--- src/rtl/mprx_pkg.sv ---
package mprx_pkg;

    localparam int DATA_W = 8;
    localparam int OVS    = 16;
    localparam int OVS_W  = $clog2(OVS);
    localparam int BIT_W  = $clog2(DATA_W);

    localparam logic [1:0] CKS_INT_OUT = 2'b01;

    typedef enum logic [2:0] {
        RX_IDLE,
        RX_START,
        RX_DATA,
        RX_MPB,
        RX_STOP
    } rx_state_e;

    typedef struct packed {
        logic [DATA_W-1:0] data;
        logic              mpb;
        logic              stop_ok;
    } frame_t;

endpackage

--- src/rtl/mprx_tick_gen.sv ---
module mprx_tick_gen
    import mprx_pkg::*;
#(
    parameter int DIV_W    = 8,
    parameter int EXT_SYNC = 2
) (
    input  logic             clk,
    input  logic             rst_n,
    input  logic [1:0]       clk_sel_i,
    input  logic [DIV_W-1:0] div_i,
    input  logic             ext_clk_i,
    output logic             tick_o,
    output logic             sck_o,
    output logic             sck_oe_o
);

    typedef struct packed {
        logic [DIV_W-1:0]  div_cnt;
        logic [EXT_SYNC:0] ext_sh;
        logic [OVS_W-1:0]  sck_cnt;
    } tick_st_t;

    tick_st_t s_d, s_q;
    logic     int_tick;
    logic     ext_edge;

    always_comb begin
        // newest sample in bit 0; bit EXT_SYNC holds the previous synchronized value
        ext_edge = s_q.ext_sh[EXT_SYNC-1] & ~s_q.ext_sh[EXT_SYNC];
        int_tick = (s_q.div_cnt >= div_i);
        tick_o   = clk_sel_i[1] ? ext_edge : int_tick;

        s_d         = s_q;
        s_d.ext_sh  = {s_q.ext_sh[EXT_SYNC-1:0], ext_clk_i};
        s_d.div_cnt = int_tick ? '0 : s_q.div_cnt + 1'b1;
        if (int_tick) begin
            s_d.sck_cnt = s_q.sck_cnt + 1'b1;
        end

        sck_oe_o = (clk_sel_i == CKS_INT_OUT);
        sck_o    = sck_oe_o & s_q.sck_cnt[OVS_W-1];
    end

    always_ff @(posedge clk or negedge rst_n) begin
        if (!rst_n) begin
            s_q <= '0;
        end else begin
            s_q <= s_d;
        end
    end

    // internal ticks are never back to back once the divider is above zero
    assert_int_tick_spacing_R12: assert property (@(posedge clk) disable iff (!rst_n)
        (!clk_sel_i[1] && div_i != '0 && tick_o) |=> (!tick_o || clk_sel_i[1] || div_i == '0));

endmodule

--- src/rtl/mprx_frame_rx.sv ---
module mprx_frame_rx
    import mprx_pkg::*;
#(
    parameter int SYNC_STAGES = 2
) (
    input  logic   clk,
    input  logic   rst_n,
    input  logic   tick_i,
    input  logic   rx_i,
    input  logic   mp_mode_i,
    output logic   frame_v_o,
    output frame_t frame_o
);

    localparam logic [OVS_W-1:0] HALF_CNT = OVS_W'(OVS / 2 - 1);
    localparam logic [OVS_W-1:0] LAST_CNT = OVS_W'(OVS - 1);
    localparam logic [BIT_W-1:0] LAST_BIT = BIT_W'(DATA_W - 1);

    typedef struct packed {
        logic [SYNC_STAGES-1:0] rx_sh;
        rx_state_e              st;
        logic [OVS_W-1:0]       cnt;
        logic [BIT_W-1:0]       bitn;
        logic [DATA_W-1:0]      shreg;
        logic                   mpb;
        logic                   frame_v;
        frame_t                 frame;
    } rx_st_t;

    rx_st_t s_d, s_q;
    logic   rx_s;

    assign rx_s = s_q.rx_sh[SYNC_STAGES-1];

    always_comb begin
        s_d         = s_q;
        s_d.frame_v = 1'b0;
        s_d.rx_sh   = {s_q.rx_sh[SYNC_STAGES-2:0], rx_i};
        if (tick_i) begin
            case (s_q.st)
                RX_IDLE: begin
                    if (!rx_s) begin
                        s_d.st  = RX_START;
                        s_d.cnt = '0;
                    end
                end
                RX_START: begin
                    if (s_q.cnt == HALF_CNT) begin
                        s_d.cnt  = '0;
                        s_d.bitn = '0;
                        s_d.mpb  = 1'b0;
                        s_d.st   = rx_s ? RX_IDLE : RX_DATA;
                    end else begin
                        s_d.cnt = s_q.cnt + 1'b1;
                    end
                end
                RX_DATA: begin
                    if (s_q.cnt == LAST_CNT) begin
                        s_d.cnt   = '0;
                        s_d.shreg = {rx_s, s_q.shreg[DATA_W-1:1]};
                        if (s_q.bitn == LAST_BIT) begin
                            s_d.st = mp_mode_i ? RX_MPB : RX_STOP;
                        end else begin
                            s_d.bitn = s_q.bitn + 1'b1;
                        end
                    end else begin
                        s_d.cnt = s_q.cnt + 1'b1;
                    end
                end
                RX_MPB: begin
                    if (s_q.cnt == LAST_CNT) begin
                        s_d.cnt = '0;
                        s_d.mpb = rx_s;
                        s_d.st  = RX_STOP;
                    end else begin
                        s_d.cnt = s_q.cnt + 1'b1;
                    end
                end
                RX_STOP: begin
                    if (s_q.cnt == LAST_CNT) begin
                        s_d.cnt           = '0;
                        s_d.st            = RX_IDLE;
                        s_d.frame_v       = 1'b1;
                        s_d.frame.data    = s_q.shreg;
                        s_d.frame.mpb     = s_q.mpb;
                        s_d.frame.stop_ok = rx_s;
                    end else begin
                        s_d.cnt = s_q.cnt + 1'b1;
                    end
                end
                default: s_d.st = RX_IDLE;
            endcase
        end
    end

    always_ff @(posedge clk or negedge rst_n) begin
        if (!rst_n) begin
            s_q       <= '0;
            s_q.rx_sh <= '1;
        end else begin
            s_q <= s_d;
        end
    end

    assign frame_v_o = s_q.frame_v;
    assign frame_o   = s_q.frame;

    // a completed frame is a single-cycle event
    assert_frame_pulse_R2: assert property (@(posedge clk) disable iff (!rst_n)
        frame_v_o |=> !frame_v_o);

endmodule

--- src/rtl/mprx_flags.sv ---
module mprx_flags
    import mprx_pkg::*;
(
    input  logic              clk,
    input  logic              rst_n,
    input  logic              frame_v_i,
    input  frame_t            frame_i,
    input  logic              mp_mode_i,
    input  logic              wake_set_i,
    input  logic              rdrf_clr_i,
    input  logic              fer_clr_i,
    input  logic              orer_clr_i,
    input  logic              rie_i,
    output logic [DATA_W-1:0] rdata_o,
    output logic              rdrf_o,
    output logic              fer_o,
    output logic              orer_o,
    output logic              mpb_o,
    output logic              wake_en_o,
    output logic              rxi_o,
    output logic              eri_o
);

    typedef struct packed {
        logic [DATA_W-1:0] rdata;
        logic              rdrf;
        logic              fer;
        logic              orer;
        logic              mpb;
        logic              wake;
    } flag_st_t;

    flag_st_t s_d, s_q;
    logic     filt;
    logic     take;

    always_comb begin
        filt = mp_mode_i & s_q.wake;
        take = frame_v_i & ~(filt & ~frame_i.mpb);

        s_d = s_q;
        if (wake_set_i) s_d.wake = 1'b1;
        if (rdrf_clr_i) s_d.rdrf = 1'b0;
        if (fer_clr_i)  s_d.fer  = 1'b0;
        if (orer_clr_i) s_d.orer = 1'b0;

        if (take) begin
            if (mp_mode_i)        s_d.mpb  = frame_i.mpb;
            if (filt)             s_d.wake = 1'b0;
            if (!frame_i.stop_ok) s_d.fer  = 1'b1;
            if (s_q.rdrf) begin
                s_d.orer = 1'b1;
            end else begin
                s_d.rdata = frame_i.data;
                s_d.rdrf  = 1'b1;
            end
        end
    end

    always_ff @(posedge clk or negedge rst_n) begin
        if (!rst_n) begin
            s_q <= '0;
        end else begin
            s_q <= s_d;
        end
    end

    assign rdata_o   = s_q.rdata;
    assign rdrf_o    = s_q.rdrf;
    assign fer_o     = s_q.fer;
    assign orer_o    = s_q.orer;
    assign mpb_o     = s_q.mpb;
    assign wake_en_o = s_q.wake;
    assign rxi_o     = rie_i & s_q.rdrf;
    assign eri_o     = rie_i & (s_q.fer | s_q.orer);

    assert_nonmp_keeps_wake_R3: assert property (@(posedge clk) disable iff (!rst_n)
        (frame_v_i && !mp_mode_i && wake_en_o) |=> wake_en_o);

    assert_dropped_no_load_R4: assert property (@(posedge clk) disable iff (!rst_n)
        (frame_v_i && mp_mode_i && wake_en_o && !frame_i.mpb && !rdrf_o) |=> (!rdrf_o && $stable(rdata_o)));

    assert_dropped_no_error_R5: assert property (@(posedge clk) disable iff (!rst_n)
        (frame_v_i && mp_mode_i && wake_en_o && !frame_i.mpb && !fer_o && !orer_o) |=> (!fer_o && !orer_o));

    assert_id_frame_wakes_R6: assert property (@(posedge clk) disable iff (!rst_n)
        (frame_v_i && mp_mode_i && wake_en_o && frame_i.mpb) |=> (!wake_en_o && mpb_o && rdrf_o));

    assert_overrun_keeps_data_R9: assert property (@(posedge clk) disable iff (!rst_n)
        (frame_v_i && !(mp_mode_i && wake_en_o && !frame_i.mpb) && rdrf_o) |=> (orer_o && $stable(rdata_o)));

    assert_set_beats_clear_R10: assert property (@(posedge clk) disable iff (!rst_n)
        (frame_v_i && !(mp_mode_i && wake_en_o && !frame_i.mpb) && !rdrf_o) |=> rdrf_o);

endmodule

--- src/rtl/mp_uart_rx.sv ---
module mp_uart_rx
    import mprx_pkg::*;
#(
    parameter int DIV_W       = 8,
    parameter int SYNC_STAGES = 2
) (
    input  logic              clk,
    input  logic              rst_n,
    input  logic              rx_i,
    input  logic              ext_clk_i,
    input  logic [1:0]        clk_sel_i,
    input  logic [DIV_W-1:0]  div_i,
    input  logic              mp_mode_i,
    input  logic              wake_set_i,
    input  logic              rdrf_clr_i,
    input  logic              fer_clr_i,
    input  logic              orer_clr_i,
    input  logic              rie_i,
    output logic [DATA_W-1:0] rdata_o,
    output logic              rdrf_o,
    output logic              fer_o,
    output logic              orer_o,
    output logic              mpb_o,
    output logic              wake_en_o,
    output logic              rxi_o,
    output logic              eri_o,
    output logic              sck_o,
    output logic              sck_oe_o
);

    logic   tick;
    logic   frame_v;
    frame_t frame;

    mprx_tick_gen #(
        .DIV_W    (DIV_W),
        .EXT_SYNC (SYNC_STAGES)
    ) u_tick (
        .clk       (clk),
        .rst_n     (rst_n),
        .clk_sel_i (clk_sel_i),
        .div_i     (div_i),
        .ext_clk_i (ext_clk_i),
        .tick_o    (tick),
        .sck_o     (sck_o),
        .sck_oe_o  (sck_oe_o)
    );

    mprx_frame_rx #(
        .SYNC_STAGES (SYNC_STAGES)
    ) u_frame (
        .clk       (clk),
        .rst_n     (rst_n),
        .tick_i    (tick),
        .rx_i      (rx_i),
        .mp_mode_i (mp_mode_i),
        .frame_v_o (frame_v),
        .frame_o   (frame)
    );

    mprx_flags u_flags (
        .clk        (clk),
        .rst_n      (rst_n),
        .frame_v_i  (frame_v),
        .frame_i    (frame),
        .mp_mode_i  (mp_mode_i),
        .wake_set_i (wake_set_i),
        .rdrf_clr_i (rdrf_clr_i),
        .fer_clr_i  (fer_clr_i),
        .orer_clr_i (orer_clr_i),
        .rie_i      (rie_i),
        .rdata_o    (rdata_o),
        .rdrf_o     (rdrf_o),
        .fer_o      (fer_o),
        .orer_o     (orer_o),
        .mpb_o      (mpb_o),
        .wake_en_o  (wake_en_o),
        .rxi_o      (rxi_o),
        .eri_o      (eri_o)
    );

endmodule

--- config.mk ---
export PLATFORM = sky130hd
export DESIGN_NAME = mp_uart_rx
export DESIGN_NICKNAME = d
export VERILOG_FILES = /design/src/rtl/mprx_pkg.sv /design/src/rtl/mprx_tick_gen.sv /design/src/rtl/mprx_frame_rx.sv /design/src/rtl/mprx_flags.sv /design/src/rtl/mp_uart_rx.sv
export SDC_FILE = /design/constraint.sdc
export NUM_CORES = 1
export LEC_CHECK = 0
export CAP_MARGIN = 40
export CORE_UTILIZATION = 55
export CTS_CLUSTER_DIAMETER = 50
export DETAILED_ROUTE_END_ITERATION = 7
export GPL_ROUTABILITY_DRIVEN = 0
export HOLD_SLACK_MARGIN = 0.03
export PLACE_DENSITY = 0.79
export SYNTH_ARGS = -nofsm -noshare
export SYNTH_HDL_FRONTEND = slang
export SYNTH_SLANG_ARGS = --single-unit
--- constraint.sdc ---
create_clock -name clk -period 3.1 [get_ports clk]
set_input_delay 0.93 -clock clk [delete_from_list [all_inputs] [get_ports clk]]
set_output_delay 0.93 -clock clk [all_outputs]
set_load 0.02 [all_outputs]
==> results.rst <==
.. list-table::
   :header-rows: 1

   * - Metric
     - Value
   * - Critical path launch point type
     - input port
   * - Fraction of registers with async set/reset
     - 1.000
   * - Warnings, synthesis
     - 0
   * - Launching point of the worst reg2reg path
     - u_tick.s_q[7]
   * - Worst-path clk slew
     - 0.06 ns
   * - Share of the yosys chip area belonging to registers
     - 0.5177
   * - Max frequency
     - about 0.33 GHz
   * - Number of global-route vias before repair
     - roughly 2100
   * - Delay of the slowest critical-path stage
     - 0.60 ns
   * - Worst reg2reg path endpoint
     - u_frame.s_q[18]
   * - Residual DRC
     - 0
   * - Worst vdd ir
     - 0.3500 mV
   * - Synthesized netlist net count
     - 280
   * - Largest cells by area after synthesis
     - sky130_fd_sc_hd__dfrtp_1 (50%), sky130_fd_sc_hd__mux2_2 (12%), sky130_fd_sc_hd__ha_1 (5.6%)
   * - Most frequent cell on the critical path
     - sky130_fd_sc_hd__clkdlybuf4s50_1
   * - Placeable core region
     - 5107 um^2
   * - Total clock buffers created by CTS
     - 9
   * - Layout filler cell count
     - 387
   * - Power Dens Cells
     - 675.2 nW/um^2
   * - Final Hold Fails
     - 0
   * - Setup slack after layout
     - around 0.053 ns
   * - Cell-by-cell listing of the critical path
     - clkdlybuf4s50_1 -> and2_1 -> clkdlybuf4s50_1
   * - CTS H-Tree Depth
     - 3
   * - Data arrival time of the critical path
     - roughly 2.1 ns
   * - Post-Route WL
     - around 5400 um
   * - Total setup buffers inserted after CTS
     - 0
   * - Final Max Tran Viols
     - 0
   * - Status
     - complete, no violations
   * - Crit path max-delay family
     - buffers and inverters
   * - Internal power component
     - 1696 uW
   * - Post-layout net count
     - 335
   * - Total power of the final layout
     - 2443 uW
   * - Setup slack, reg-to-reg
     - 0.75 ns
   * - Synthesis-stage register bit count
     - 60
   * - Antenna violations before repair
     - 0
   * - Root buffer cell
     - sky130_fd_sc_hd__clkbuf_8
   * - Final setup violating endpoints
     - 0
   * - Source-to-sink clock delay at the later pin of the worst-skew pair
     - about 0.33 ns
   * - CTS sink count
     - 60
   * - Placement-stage worst setup slack
     - -0.1912 ns
   * - Dpl hpwl
     - 4051 um
   * - Slowest-stage cell, CP
     - sky130_fd_sc_hd__clkdlybuf4s50_1
   * - Count of TritonRoute iterations in the first routing pass
     - 4
   * - Top Ports
     - 37
   * - Summed instance area of the synthesized netlist
     - 2905 um^2
   * - Final period utilization
     - 0.9828
   * - Final non-filler cell total
     - 374
   * - Quantity of gates resized following cts
     - 2
   * - Post-CTS Hold Buffers
     - 0
   * - Worst clock skew on the final layout
     - 0.008223 ns
   * - Slew @ Worst Pin
     - between 0.5 and 0.6 ns
   * - Routed vias/inst
     - ~5.6
   * - CP endpoint kind
     - primary output
   * - RSZ-0062 raised after global routing
     - no
   * - Yosys cell types
     - 48
   * - Post-synthesis cell count
     - 247
   * - Fraction of layout instances using a drive strength above 1
     - 0.2237
   * - Pin count of the biggest net entering global routing
     - 24
   * - Number of DRC markers after the initial detailed-route iteration
     - 116
   * - Endpoint of the worst hold-timing path
     - u_tick.s_d[6]
   * - Post-route setup TNS
     - 0 ns
   * - Maximum number of buffers from clock root to sink
     - 2
   * - Antenna viol nets, final
     - 0
   * - Number of max-capacitance violations reported
     - 0
   * - Leakage Power
     - approximately 0.0017 uW
   * - WS Path Type
     - in2out
   * - Data required time of the critical path
     - 2.17 ns
   * - Routed via count
     - around 2100
   * - Post-synth top area share
     - 0.4996
   * - GR Overflow Total
     - 0
   * - Path class of the lowest-slack min-delay path
     - reg2reg
   * - Number of antenna diodes
     - 0
   * - Logic gate share of total power
     - 0.268
   * - Number of buffers inserted by port buffering
     - 36
   * - Final worst path period need
     - 3.047 ns
   * - Number of cells traversed by the worst hold path
     - 0
   * - Worst Path Max Fanout
     - 2
   * - P&R area growth vs syn
     - 24.55%
   * - Part of the total power dissipated in the clock network
     - 0.293
   * - Placed cell count
     - 361
   * - Floorplan die area
     - between 5000 and 6000 um^2
   * - Proportion of power drawn by flip-flops and latches
     - 0.440
   * - Starting utilization of the core area
     - 0.5688
   * - Ys flop type
     - sky130_fd_sc_hd__dfrtp_1
   * - # rows
     - 26
   * - Sw frac
     - 0.3059
   * - Die Span Y
     - around 75 um
   * - Path depth of the worst reg2reg path
     - 7
   * - WP buf/inv
     - 2
   * - Clock tree from TritonCTS
     - yes
   * - Yosys top cell by area
     - sky130_fd_sc_hd__dfrtp_1
   * - Average cell area after synthesis
     - 11.76 um^2
   * - First-pass GRT wire length
     - 9294 um
   * - Switching component of the power
     - roughly 750 uW
   * - Average routed wire per standard cell
     - 14.30 um
   * - Number of flops mapped to enable cells by yosys
     - 0
   * - Hold wc startpoint
     - u_tick.s_d[5]
   * - Total routing resource utilization after global routing
     - 0.2272
   * - Die outline width
     - 74.68 um
   * - Worst slew margin
     - 0.6078
cells in the final DEF, fill, tap and decap left out, types with 2 or more instances in the layout:
cell type / count
sky130_fd_sc_hd__nand3_1: 10
sky130_fd_sc_hd__nor2_1: 15
sky130_fd_sc_hd__and3_1: 5
sky130_fd_sc_hd__mux2_1: 3
sky130_fd_sc_hd__xor2_1: 5
sky130_fd_sc_hd__inv_1: 19
sky130_fd_sc_hd__bufinv_16: 2
sky130_fd_sc_hd__ha_1: 13
sky130_fd_sc_hd__o21a_1: 3
sky130_fd_sc_hd__clkbuf_8: 9
sky130_fd_sc_hd__dlygate4sd2_1: 2
sky130_fd_sc_hd__o22ai_1: 3
sky130_fd_sc_hd__dfrtp_1: 58
sky130_fd_sc_hd__o211ai_1: 3
sky130_fd_sc_hd__nor3_1: 4
sky130_fd_sc_hd__nand2_1: 11
sky130_fd_sc_hd__a21oi_1: 6
sky130_fd_sc_hd__xnor2_1: 4
sky130_fd_sc_hd__nand4_1: 2
sky130_fd_sc_hd__o21ai_2: 2
sky130_fd_sc_hd__or2_2: 2
sky130_fd_sc_hd__o21ai_0: 6
sky130_fd_sc_hd__o221ai_1: 2
sky130_fd_sc_hd__nand2b_1: 3
sky130_fd_sc_hd__mux2_2: 30
sky130_fd_sc_hd__mux2i_1: 2
sky130_fd_sc_hd__dfstp_2: 2
sky130_fd_sc_hd__nor4_1: 4
sky130_fd_sc_hd__clkdlybuf4s50_1: 33
sky130_fd_sc_hd__and2_1: 4
sky130_fd_sc_hd__buf_4: 15
through the flow:
step	hold WS, ns	instance area, um^2	util
floorplan	0.3312	2905	-
global placement	0.3326	3428	0.6712
detailed placement	0.3410	3428	0.6712
CTS	0.3549	3618	0.7085
global route	0.3647	3618	0.7085
finish	0.3504	3618	0.7085
cell type report:
cell class	count	area, um^2	area share
Inverter	19	71.32	0.01971
Clock inverter	3	65.06	0.01798
Multi-Input combinational cell	161	1297	0.3586
Timing Repair Buffer	51	465.4	0.1286
Sequential cell	60	1504	0.4156
Clock buffer	10	127.6	0.03527
Tap cell	70	87.58	0.02420
flip-flops by register name, indices dropped and copies added (netlist names):
name               cells
u_tick.s_q            13
u_flags.fer_o          1
u_flags.rdrf_o         1
u_frame.frame_o       10
u_flags.orer_o         1
u_tick.s_d             2
u_flags.rdata_o        8
u_frame.frame_v_o      1
u_frame.rx_s           1
u_frame.s_q           19
u_frame.s_d            1
u_flags.wake_en_o      1
u_flags.mpb_o          1
power by group through the flow:
stage / Sequential, uW / Clock [uW] / Combinational, uW
after floorplan: 1030 / 0 / 502
after global placement: 1080 / 0 / 640
after detailed placement: 1090 / 0 / 658
after CTS: 1080 / 728 / 663
after global routing: 1100 / 770 / 755
final: 1070 / 715 / 654
worst max path at each step:
stage	startpoint	to	depth (start not counted)	slack (ns)
after CTS	rie_i	rxi_o	3	0.05
after global routing	rie_i	eri_o	3	0.006
after global placement	div_i[5]	u_frame.s_q[13]	8	-0.15
after floorplan	clk_sel_i[1]	sck_o	3	0.34
after detailed placement	div_i[5]	u_frame.s_q[13]	8	-0.19
final	rie_i	rxi_o	3	0.05
synth_stat cells, types with 4 or more instances:
| cell | n |
|---|---|
| sky130_fd_sc_hd__dfrtp_1 | 58 |
| sky130_fd_sc_hd__mux2_2 | 30 |
| sky130_fd_sc_hd__inv_1 | 19 |
| sky130_fd_sc_hd__nor2_1 | 15 |
| sky130_fd_sc_hd__ha_1 | 13 |
| sky130_fd_sc_hd__nand2_1 | 11 |
| sky130_fd_sc_hd__nand3_1 | 10 |
| sky130_fd_sc_hd__a21oi_1 | 6 |
| sky130_fd_sc_hd__o21ai_0 | 6 |
| sky130_fd_sc_hd__and3_1 | 5 |
| sky130_fd_sc_hd__xor2_1 | 5 |
| sky130_fd_sc_hd__and2_1 | 4 |
| sky130_fd_sc_hd__clkbuf_1 | 4 |
| sky130_fd_sc_hd__nor3_1 | 4 |
| sky130_fd_sc_hd__nor4_1 | 4 |
| sky130_fd_sc_hd__xnor2_1 | 4 |
cells by family after synthesis:
kind of cell / Yosys count / synth area share
and+or+nand+nor: 65 / 0.1146
DFF: 60 / 0.5177
AOI/OAI and AO/OA: 39 / 0.1141
muxes: 35 / 0.1348
buffers and inverters: 26 / 0.03575
adders and majority gates: 13 / 0.05599
xor gates and xnor gates: 9 / 0.02713
per-layer routing:
metal / up-vias / global-route usage / wire (um)
met5: - / 0 / 0
met4: 0 / 0.1069 / 127
met3: 14 / 0.05221 / 288
met2: 61 / 0.3704 / 2722
met1: 1027 / 0.2894 / 2212
li1: 985 / - / -
No activity file was read; power rests on OpenSTA's default activity.
